### config.mk
export PLATFORM = sky130hd
export DESIGN_NAME = bus_trap_mailbox
export DESIGN_NICKNAME = d
export VERILOG_FILES = /design/src/rtl/trap_pkg.sv /design/src/rtl/trap_ctrl.sv /design/src/rtl/trap_dpath.sv /design/src/rtl/bus_trap_mailbox.sv
export SDC_FILE = /design/constraint.sdc
export NUM_CORES = 1
export LEC_CHECK = 0
export ABC_CLOCK_PERIOD_IN_PS = 3700
export BUFFER_PORTS_ARGS = -buffer_cell sky130_fd_sc_hd__buf_4
export CORE_AREA = 2 2 135 137
export DETAILED_ROUTE_END_ITERATION = 16
export DIE_AREA = 0 0 137 139
export PLACE_DENSITY_LB_ADDON = 0.3
export SYNTH_ARGS = -nofsm -noshare
export SYNTH_HDL_FRONTEND = slang
export SYNTH_HIERARCHICAL = 1
export SYNTH_SLANG_ARGS = --single-unit
export TNS_END_PERCENT = 10
### constraint.sdc
create_clock -name clk -period 3.7 [get_ports clk]
set_clock_uncertainty 0.2 [all_clocks]
set_input_delay 0.185 -clock clk [delete_from_list [all_inputs] [get_ports clk]]
set_output_delay 0.185 -clock clk [all_outputs]
set_load 0.05 [all_outputs]
### src/rtl/trap_pkg.sv
package trap_pkg;

  typedef enum logic [1:0] {
    ST_IDLE = 2'd0,
    ST_HOLD = 2'd1,
    ST_RESP = 2'd2
  } trapState_t;

  typedef struct packed {
    logic capWrite;
    logic capRead;
    logic loadRspData;
    logic loadRspCode;
    logic loadHostRd;
  } trapStrobe_t;

  localparam int unsigned REG_IDX_W = 3;
  typedef logic [REG_IDX_W-1:0] regIdx_t;

  localparam regIdx_t REG_STATUS = 3'd0;
  localparam regIdx_t REG_ADDR   = 3'd1;
  localparam regIdx_t REG_WDATA  = 3'd2;
  localparam regIdx_t REG_SIZE   = 3'd3;
  localparam regIdx_t REG_STRB   = 3'd4;
  localparam regIdx_t REG_RDATA  = 3'd5;
  localparam regIdx_t REG_RCODE  = 3'd6;
  localparam regIdx_t REG_CMD    = 3'd7;

  localparam logic [1:0] RESP_OKAY = 2'b00;

endpackage

### src/rtl/trap_ctrl.sv
module trap_ctrl
  import trap_pkg::*;
(
  input  logic        clk,
  input  logic        rstN,
  input  logic        reqAwValid,
  input  logic        reqWValid,
  input  logic        reqArValid,
  output logic        reqAwReady,
  output logic        reqWReady,
  output logic        reqArReady,
  output logic        reqBValid,
  input  logic        reqBReady,
  output logic        reqRValid,
  input  logic        reqRReady,
  input  logic        capIsWrite,
  input  logic        hostAwValid,
  input  logic        hostWValid,
  output logic        hostAwReady,
  output logic        hostWReady,
  output logic        hostBValid,
  input  logic        hostBReady,
  input  logic        hostArValid,
  output logic        hostArReady,
  output logic        hostRValid,
  input  logic        hostRReady,
  input  regIdx_t     hostWrIdx,
  input  logic        hostCmdBit,
  output logic        pending,
  output trapStrobe_t strobe
);

  trapState_t st, stNext;
  logic acceptWr, acceptRd, hostWrFire, hostRdFire, releaseReq, respDone;

  always_comb begin
    // write wins when both address channels are offered; AW and W go as a pair
    acceptWr   = (st == ST_IDLE) && reqAwValid && reqWValid;
    acceptRd   = (st == ST_IDLE) && !reqAwValid && reqArValid;
    hostWrFire = hostAwValid && hostWValid && !hostBValid;
    hostRdFire = hostArValid && !hostRValid;
    releaseReq = hostWrFire && (hostWrIdx == REG_CMD) && hostCmdBit && (st == ST_HOLD);
    respDone   = (st == ST_RESP) && (capIsWrite ? reqBReady : reqRReady);
  end

  always_comb begin
    stNext = st;
    unique case (st)
      ST_IDLE: if (acceptWr || acceptRd) stNext = ST_HOLD;
      ST_HOLD: if (releaseReq) stNext = ST_RESP;
      ST_RESP: if (respDone) stNext = ST_IDLE;
      default: stNext = ST_IDLE;
    endcase
  end

  always_ff @(posedge clk or negedge rstN) begin
    if (!rstN) st <= ST_IDLE;
    else       st <= stNext;
  end

  always_ff @(posedge clk or negedge rstN) begin
    if (!rstN)           hostBValid <= 1'b0;
    else if (hostWrFire) hostBValid <= 1'b1;
    else if (hostBReady) hostBValid <= 1'b0;
  end

  always_ff @(posedge clk or negedge rstN) begin
    if (!rstN)           hostRValid <= 1'b0;
    else if (hostRdFire) hostRValid <= 1'b1;
    else if (hostRReady) hostRValid <= 1'b0;
  end

  always_comb begin
    reqAwReady         = acceptWr;
    reqWReady          = acceptWr;
    reqArReady         = acceptRd;
    reqBValid          = (st == ST_RESP) && capIsWrite;
    reqRValid          = (st == ST_RESP) && !capIsWrite;
    hostAwReady        = hostWrFire;
    hostWReady         = hostWrFire;
    hostArReady        = !hostRValid;
    pending            = (st == ST_HOLD);
    strobe.capWrite    = acceptWr;
    strobe.capRead     = acceptRd;
    strobe.loadRspData = hostWrFire && (hostWrIdx == REG_RDATA);
    strobe.loadRspCode = hostWrFire && (hostWrIdx == REG_RCODE);
    strobe.loadHostRd  = hostRdFire;
  end

endmodule

### src/rtl/trap_dpath.sv
module trap_dpath
  import trap_pkg::*;
#(
  parameter int unsigned ADDR_W = 32,
  parameter int unsigned DATA_W = 32,
  parameter int unsigned ID_W   = 4,
  localparam int unsigned STRB_W = DATA_W / 8
) (
  input  logic              clk,
  input  logic              rstN,
  input  trapStrobe_t       strobe,
  input  logic              pending,
  input  logic [ID_W-1:0]   awId,
  input  logic [ADDR_W-1:0] awAddr,
  input  logic [2:0]        awSize,
  input  logic [DATA_W-1:0] wData,
  input  logic [STRB_W-1:0] wStrb,
  input  logic [ID_W-1:0]   arId,
  input  logic [ADDR_W-1:0] arAddr,
  input  logic [2:0]        arSize,
  input  regIdx_t           hostRdIdx,
  input  logic [DATA_W-1:0] hostWData,
  input  logic [STRB_W-1:0] hostWStrb,
  output logic              capIsWrite,
  output logic [ID_W-1:0]   rspId,
  output logic [DATA_W-1:0] rspData,
  output logic [1:0]        rspCode,
  output logic [DATA_W-1:0] hostRData
);

  logic [ADDR_W-1:0] capAddr;
  logic [2:0]        capSize;
  logic [DATA_W-1:0] capWData;
  logic [STRB_W-1:0] capWStrb;
  logic [7:0]        rspByte [STRB_W];
  logic [DATA_W-1:0] rdMux;

  always_ff @(posedge clk or negedge rstN) begin
    if (!rstN) begin
      capIsWrite <= 1'b0;
      rspId      <= '0;
      capAddr    <= '0;
      capSize    <= '0;
      capWData   <= '0;
      capWStrb   <= '0;
    end else if (strobe.capWrite) begin
      capIsWrite <= 1'b1;
      rspId      <= awId;
      capAddr    <= awAddr;
      capSize    <= awSize;
      capWData   <= wData;
      capWStrb   <= wStrb;
    end else if (strobe.capRead) begin
      capIsWrite <= 1'b0;
      rspId      <= arId;
      capAddr    <= arAddr;
      capSize    <= arSize;
      capWData   <= '0;
      capWStrb   <= '0;
    end
  end

  for (genvar b = 0; b < STRB_W; b++) begin : g_rspByte
    always_ff @(posedge clk or negedge rstN) begin
      if (!rstN)
        rspByte[b] <= '0;
      else if (strobe.loadRspData && hostWStrb[b])
        rspByte[b] <= hostWData[b*8 +: 8];
    end
    assign rspData[b*8 +: 8] = rspByte[b];
  end

  always_ff @(posedge clk or negedge rstN) begin
    if (!rstN)                                 rspCode <= RESP_OKAY;
    else if (strobe.loadRspCode && hostWStrb[0]) rspCode <= hostWData[1:0];
  end

  always_comb begin
    rdMux = '0;
    unique case (hostRdIdx)
      REG_STATUS: begin
        rdMux[0] = pending;
        rdMux[1] = capIsWrite;
      end
      REG_ADDR:  rdMux = DATA_W'(capAddr);
      REG_WDATA: rdMux = capWData;
      REG_SIZE:  rdMux = DATA_W'(capSize);
      REG_STRB:  rdMux = DATA_W'(capWStrb);
      REG_RDATA: rdMux = rspData;
      REG_RCODE: rdMux = DATA_W'(rspCode);
      default:   rdMux = '0;
    endcase
  end

  always_ff @(posedge clk or negedge rstN) begin
    if (!rstN)                  hostRData <= '0;
    else if (strobe.loadHostRd) hostRData <= rdMux;
  end

endmodule

### src/rtl/bus_trap_mailbox.sv
module bus_trap_mailbox
  import trap_pkg::*;
#(
  parameter int unsigned ADDR_W  = 32,
  parameter int unsigned DATA_W  = 32,
  parameter int unsigned ID_W    = 4,
  parameter int unsigned HOST_AW = 5,
  localparam int unsigned STRB_W = DATA_W / 8
) (
  input  logic              clk,
  input  logic              rstN,
  input  logic [ID_W-1:0]   reqAwId,
  input  logic [ADDR_W-1:0] reqAwAddr,
  input  logic [2:0]        reqAwSize,
  input  logic              reqAwValid,
  output logic              reqAwReady,
  input  logic [DATA_W-1:0] reqWData,
  input  logic [STRB_W-1:0] reqWStrb,
  input  logic              reqWValid,
  output logic              reqWReady,
  output logic [ID_W-1:0]   reqBId,
  output logic [1:0]        reqBResp,
  output logic              reqBValid,
  input  logic              reqBReady,
  input  logic [ID_W-1:0]   reqArId,
  input  logic [ADDR_W-1:0] reqArAddr,
  input  logic [2:0]        reqArSize,
  input  logic              reqArValid,
  output logic              reqArReady,
  output logic [ID_W-1:0]   reqRId,
  output logic [DATA_W-1:0] reqRData,
  output logic [1:0]        reqRResp,
  output logic              reqRLast,
  output logic              reqRValid,
  input  logic              reqRReady,
  input  logic [HOST_AW-1:0] hostAwAddr,
  input  logic              hostAwValid,
  output logic              hostAwReady,
  input  logic [DATA_W-1:0] hostWData,
  input  logic [STRB_W-1:0] hostWStrb,
  input  logic              hostWValid,
  output logic              hostWReady,
  output logic [1:0]        hostBResp,
  output logic              hostBValid,
  input  logic              hostBReady,
  input  logic [HOST_AW-1:0] hostArAddr,
  input  logic              hostArValid,
  output logic              hostArReady,
  output logic [DATA_W-1:0] hostRData,
  output logic [1:0]        hostRResp,
  output logic              hostRValid,
  input  logic              hostRReady,
  output logic              irq
);

  trapStrobe_t       strobe;
  logic              pending;
  logic              capIsWrite;
  logic [ID_W-1:0]   rspId;
  logic [DATA_W-1:0] rspData;
  logic [1:0]        rspCode;
  regIdx_t           hostWrIdx;
  regIdx_t           hostRdIdx;
  logic              unusedHostBits;

  assign hostWrIdx      = hostAwAddr[REG_IDX_W+1:2];
  assign hostRdIdx      = hostArAddr[REG_IDX_W+1:2];
  assign unusedHostBits = ^{hostAwAddr, hostArAddr};

  trap_ctrl u_ctrl (
    .clk         (clk),
    .rstN        (rstN),
    .reqAwValid  (reqAwValid),
    .reqWValid   (reqWValid),
    .reqArValid  (reqArValid),
    .reqAwReady  (reqAwReady),
    .reqWReady   (reqWReady),
    .reqArReady  (reqArReady),
    .reqBValid   (reqBValid),
    .reqBReady   (reqBReady),
    .reqRValid   (reqRValid),
    .reqRReady   (reqRReady),
    .capIsWrite  (capIsWrite),
    .hostAwValid (hostAwValid),
    .hostWValid  (hostWValid),
    .hostAwReady (hostAwReady),
    .hostWReady  (hostWReady),
    .hostBValid  (hostBValid),
    .hostBReady  (hostBReady),
    .hostArValid (hostArValid),
    .hostArReady (hostArReady),
    .hostRValid  (hostRValid),
    .hostRReady  (hostRReady),
    .hostWrIdx   (hostWrIdx),
    .hostCmdBit  (hostWStrb[0] & hostWData[0]),
    .pending     (pending),
    .strobe      (strobe)
  );

  trap_dpath #(
    .ADDR_W (ADDR_W),
    .DATA_W (DATA_W),
    .ID_W   (ID_W)
  ) u_dpath (
    .clk        (clk),
    .rstN       (rstN),
    .strobe     (strobe),
    .pending    (pending),
    .awId       (reqAwId),
    .awAddr     (reqAwAddr),
    .awSize     (reqAwSize),
    .wData      (reqWData),
    .wStrb      (reqWStrb),
    .arId       (reqArId),
    .arAddr     (reqArAddr),
    .arSize     (reqArSize),
    .hostRdIdx  (hostRdIdx),
    .hostWData  (hostWData),
    .hostWStrb  (hostWStrb),
    .capIsWrite (capIsWrite),
    .rspId      (rspId),
    .rspData    (rspData),
    .rspCode    (rspCode),
    .hostRData  (hostRData)
  );

  assign reqBId    = rspId;
  assign reqRId    = rspId;
  assign reqBResp  = rspCode;
  assign reqRResp  = rspCode;
  assign reqRData  = rspData;
  assign reqRLast  = 1'b1;
  assign hostBResp = RESP_OKAY;
  assign hostRResp = RESP_OKAY;
  assign irq       = pending;

endmodule

# Word level (Yosys, flattened, before mapping)
# Index checks and enable logic that the tools add are counted.
classes:
  reduce_logical: 31
  bitwise: 1
  mux: 23
  eq_ne: 14
op_table:
  columns: ["cell", "count"]
  rows:
  - ["$pmux 30 s5", 1]
  - ["$mux 32", 4]
  - ["$logic_and 1x1->1", 20]
  - ["$eq 3x3->1 const B", 6]
  - ["$mux 4", 4]
  - ["$pmux 2 s7", 1]
  - ["$mux 1", 7]
  - ["$eq 3x2->1 const B", 2]
  - ["$mux 2", 3]
  - ["$mux 3", 2]
  - ["$pmux 2 s3", 1]
  - ["$reduce_bool 2->1", 3]
  - ["$logic_not 1->1", 4]
  - ["$ne 2x2->1 const B", 2]
  - ["$eq 3x1->1 const B", 1]
  - ["$logic_not 3->1", 1]
  - ["$reduce_and 3->1", 1]
  - ["$eq 2x1->1 const B", 1]
  - ["$eq 2x2->1 const B", 1]
  - ["$logic_not 2->1", 1]
  - ["$ne 2x1->1 const B", 1]
  - ["$and 1x1->1", 1]
  - ["$logic_or 1x1->1", 1]
word_totals:
  word_cells: 84
  reg_bits: 146
  out_inout_bits: 92
  in_bits: 172

# Depth between registers and ports, before layout
depth:
  depth_word: 7
  mapped_depth: 8
  ltp_nobuf: 5

# Modules after synthesis
# Netlist, hierarchy kept.
by_module_without_submodules:
  columns: ["module", "n_inst", "area_per_inst_um2", "cells_each", "seq_area_each_um2"]
  rows:
  - ["trap_dpath", 1, 6468.7, 604, 3553.4]
  - ["trap_ctrl", 1, 315.3, 33, 100.1]
  - ["bus_trap_mailbox", 1, 96.3, 14, 0.0]

# Worst setup path before layout
# Ideal clock, no wire load.
synth_timing:
  path_kind: "flip-flop to flip-flop"
  start: "register u_ctrl.st[0]"
  end: "register u_dpath.rspId[0]"
  period_less_slack_ns: 3.574
  arrival_ns: 3.241
  setup_time_ns: 0.133
  stages_incl_launch_ff: 7
  setup_slack_ns: 0.126
  path_buffers: 3
  required_ns: 3.367
  cell_sequence: "dfrtp_1 -> nor4b_1 -> buf_4 -> buf_4 -> buf_2 -> mux2i_1 -> o21ai_0"
synth_between:
  elab_chain_len: 4
  elab_cells_between_ends: 7
  cone_classes: "mux (1); reduce/logical (6)"
synth_lines:
  columns: ["element", "line", "source"]
  rows:
  - ["start, declared", "trap_ctrl.sv:33", "trapState_t st, stNext;"]
  - ["start signal, assigned", "trap_ctrl.sv:58", "else st <= stNext;"]
  - ["$logic_not 2->1", "trap_ctrl.sv:39", "acceptRd = (st == ST_IDLE) && !reqAwValid && reqArValid;"]
  - ["$logic_and 1x1->1 (2 in series)", "trap_ctrl.sv:39", null]
  - ["net reqArReady", "bus_trap_mailbox.sv:29", "output logic reqArReady,"]
  - ["$reduce_bool 2->1 (no source line)", null, null]
  - ["end signal, assigned", "trap_dpath.sv:48", "rspId <= awId;"]
  - ["end signal, assigned", "trap_dpath.sv:55", "rspId <= arId;"]
  - ["end, declared", "trap_dpath.sv:25", "output logic [ID_W-1:0] rspId,"]
# The timed path passes the listed nets, and every way through them passes these cells.
# A chain may end at the register's enable or synchronous reset.

# Final worst setup path
layout_timing:
  start: "register u_ctrl.st[0]"
  end: "register u_dpath.capAddr[10]"
layout_between:
  elab_chain_len: 4
  elab_cells_between_ends: 7
  cone_classes: "mux (1); reduce/logical (6)"
layout_lines:
  columns: ["element", "line", "source"]
  rows:
  - ["$logic_not 2->1 (*)", "trap_ctrl.sv:38, trap_ctrl.sv:39", null]
  - ["$logic_and 1x1->1, on equally long branches (2 in series)", "trap_ctrl.sv:38, trap_ctrl.sv:39", null]
  - ["$mux 32 / $reduce_bool 2->1 (equally long branches)", null, null]
  - ["end signal, assigned", "trap_dpath.sv:49", "capAddr <= awAddr;"]
  - ["end signal, assigned", "trap_dpath.sv:56", "capAddr <= arAddr;"]
  - ["end, declared", "trap_dpath.sv:31", "logic [ADDR_W-1:0] capAddr;"]
# Mark *: on every way between the ends. The rest lies on a longest branch, timed or not.

==> run metrics <==
number of synthesized flops with an enable pin=0; Routed Wire Length=21.9 mm; top post-synthesis cells by area=dfrtp_1 53%, mux2i_1 6.7%, mux2_2 5.7%; RSZ-0062 raised after global routing=no; Lkg Pwr=0.00506 uW; Slew @ Worst Pin=915 ps; Post-Synthesis Cell Area=6880 um2; endpoints failing hold=0; htree depth=4; ys flop type=dfrtp_1; Max stage delay cell, worst path=nor4b_2; final setup fails=0; final slew viol count=0; Peak Freq=329 MHz; Final HPWL DP=13.2 mm; Setup crit start kind=flip-flop; outcome=finished clean; Syn-to-layout area delta=61.4%; crit end category=flip-flop; GRT overflow=0; Antenna Nets Post-Route=0; critical path cell sequence=nor4b_2 > buf_12 > mux2i_1 > o21ai_0 > dlygate4sd3_1; # Max-Cap Violations=0; FF+latch count, synth=146; count leader, synth=dfrtp_1; Slew HR=0.390; worst IR drop on VDD=306 uV; die width=137 um; worst path arrival time=3140 ps; placer congestion estimate=0.744; Antenna Cells=0; vias in the first global route=6642; via count=6367; clk sinks=146; Setup CP Type=flip-flop to flip-flop; crit-path max FO=73; first-iteration detailed-routing DRC count=294; Crit path required time=3800 ps; Finished Cell Area=11100 um2; synthesized instance count=651; area post-placement=8860 um2; sequential element share of the synthesized area=0.531; HP Class=input port to flip-flop; Via density=5.00; initial antenna violation count=0; slowest stage delay, CP=780 ps; DRT Pass-1 Iters=5; Core Area=17700 um2; Clock Pin Slew Worst Setup and Hold Paths=60 ps; Ys Warns=6; setup TNS=0 ps; Root Buffer=clkbuf_16; Distinct cells, synth=37; Wirelength per Cell=17.2 um; global-route wire length before repair=34.7 mm; Starting Density=0.390; Port Buffers=254; GRT Util Overall=0.233; CTS buffer count=17; DRC Markers=0; Pwr per Cell Area=543 nW/um2; Post-synth ARST share=1.00; Row Count=49; Post-synth top cells=146 x dfrtp_1, 88 x nand2_1, 76 x o21ai_0; Clock Tree Buf Depth=2; worst-skew pair later-pin latency=410 ps; Die Height=139 um; share of layout cells above drive strength 1=0.324; Tcrit/Tclk final=0.823; io pins=264; Tmin final=3040 ps; area leader, netlist=dfrtp_1; nets=1205; CTS tree=built; Die ar.=19000 um2; largest net degree at the start of global routing=98; share of the synthesized area in the top cell type=0.531; syn avg cell area=10.6 um2
-- sequential cells by signal, indices dropped and copies added (netlist names) --
| register | count |
|---|---|
| u_ctrl/hostRValid | 1 |
| u_dpath/capAddr | 32 |
| u_dpath/rspCode | 2 |
| u_dpath/capWStrb | 4 |
| u_dpath/capWData | 32 |
| u_dpath/capIsWrite | 1 |
| u_ctrl/hostBValid | 1 |
| u_dpath/rspData | 32 |
| u_dpath/rspId | 4 |
| u_dpath/hostRData | 32 |
| u_ctrl/st | 2 |
| u_dpath/capSize | 3 |
-- timing repair --
item                                   4_1_cts  5_1_grt
hold buffers                               159        0
endpoints found under the hold margin      209        0
setup buffers                                0        0
resized for setup                            0        0
-- critical path, delay by kind of cell (launching register included) --
family                 cells  cell delay [ps]
AOI/OAI and AO/OA          1              110
DFF                        1              480
muxes                      1              260
and+or+nand+nor            1              780
buffers and inverters      2             1040
-- metal layers --
metal	up-vias	routed length (um)	track usage
li1	3029	-	-
met1	3047	9040	0.295
met2	255	10800	0.390
met3	36	1600	0.0530
met4	0	481	0.0830
met5	-	0	0
-- cell usage in the layout, fill, tap and decap left out, types with 2 or more instances in the layout --
master         synthesis  routed
a21oi_1                4       4
a22oi_1               30      30
a2bb2oi_1             27      27
buf_12                 0       2
buf_4                 18     259
bufinv_16              0       5
clkbuf_16              0      17
clkinv_2               0       2
clkinv_4               0       4
clkinvlp_4             0       2
conb_1                 2       5
dfrtp_1              146     146
dlygate4sd3_1          0     159
inv_1                 37      37
mux2_2                35      35
mux2i_1               46      46
nand2_1               88      88
nand2b_1              37      37
nand3_1                2       2
nor2b_2                1       2
nor3_1                 4       3
nor3b_1                2       2
o21ai_0               76      76
o22a_1                 3       3
o22ai_1               32      32
o2bb2ai_1              2       2
-- final timing paths --
path / slack, ps / cells past startpoint / to / from
max: 660 / 5 / u_dpath/capAddr[10] / u_ctrl/st[0]
min: 70 / 4 / u_dpath/hostRData[1] / hostArAddr[3]
max reg2reg: 660 / 5 / u_dpath/capAddr[10] / u_ctrl/st[0]
min reg2reg: 330 / 2 / u_dpath/hostRData[17] / u_dpath/hostRData[17]
max in group asynchronous: 2260 / 3 / u_dpath/capWData[14] / rstN
min in group asynchronous: 250 / 2 / u_ctrl/hostRValid / rstN
-- through the flow --
step	worst slack [ps]	utilization	hold WS (ps)	power, uW	instances
6_report	656	0.629	69.7	6030	1274
5_1_grt	528	0.629	94.5	6310	1274
4_1_cts	736	0.629	51.4	6040	1274
3_5_place_dp	1300	0.502	145	3800	1084
3_3_place_gp	1350	0.502	148	3760	1084
2_1_floorplan	126	-	-311	3230	654
-- layout make-up --
cell class / count / area [um2]
multi-input cells: 410 / 2790
inverters: 37 / 139
well taps: 229 / 287
flip-flops and latches: 146 / 3650
fillers: 1440 / 6560
clock buffers: 18 / 439
repair buffers: 421 / 3590
clock inverters: 13 / 210
-- cells by family (layout without fill, tap and decap cells) --
kind of cell | Yosys count | in the layout | share of synthesized area
compound gates | 178 | 178 | 0.166
flops | 146 | 146 | 0.531
simple gates | 145 | 145 | 0.105
buf+inv | 98 | 489 | 0.0687
mux | 82 | 82 | 0.127
other cells | 2 | 5 | 0.00109
-- where the power goes --
group / total (uW) / internal (uW) / switching (uW)
Sequential: 2230 / 1970 / 259
Combinational: 1920 / 891 / 1020
Clock: 1880 / 1210 / 669
Note: power is estimated with default switching activity, not from simulation.
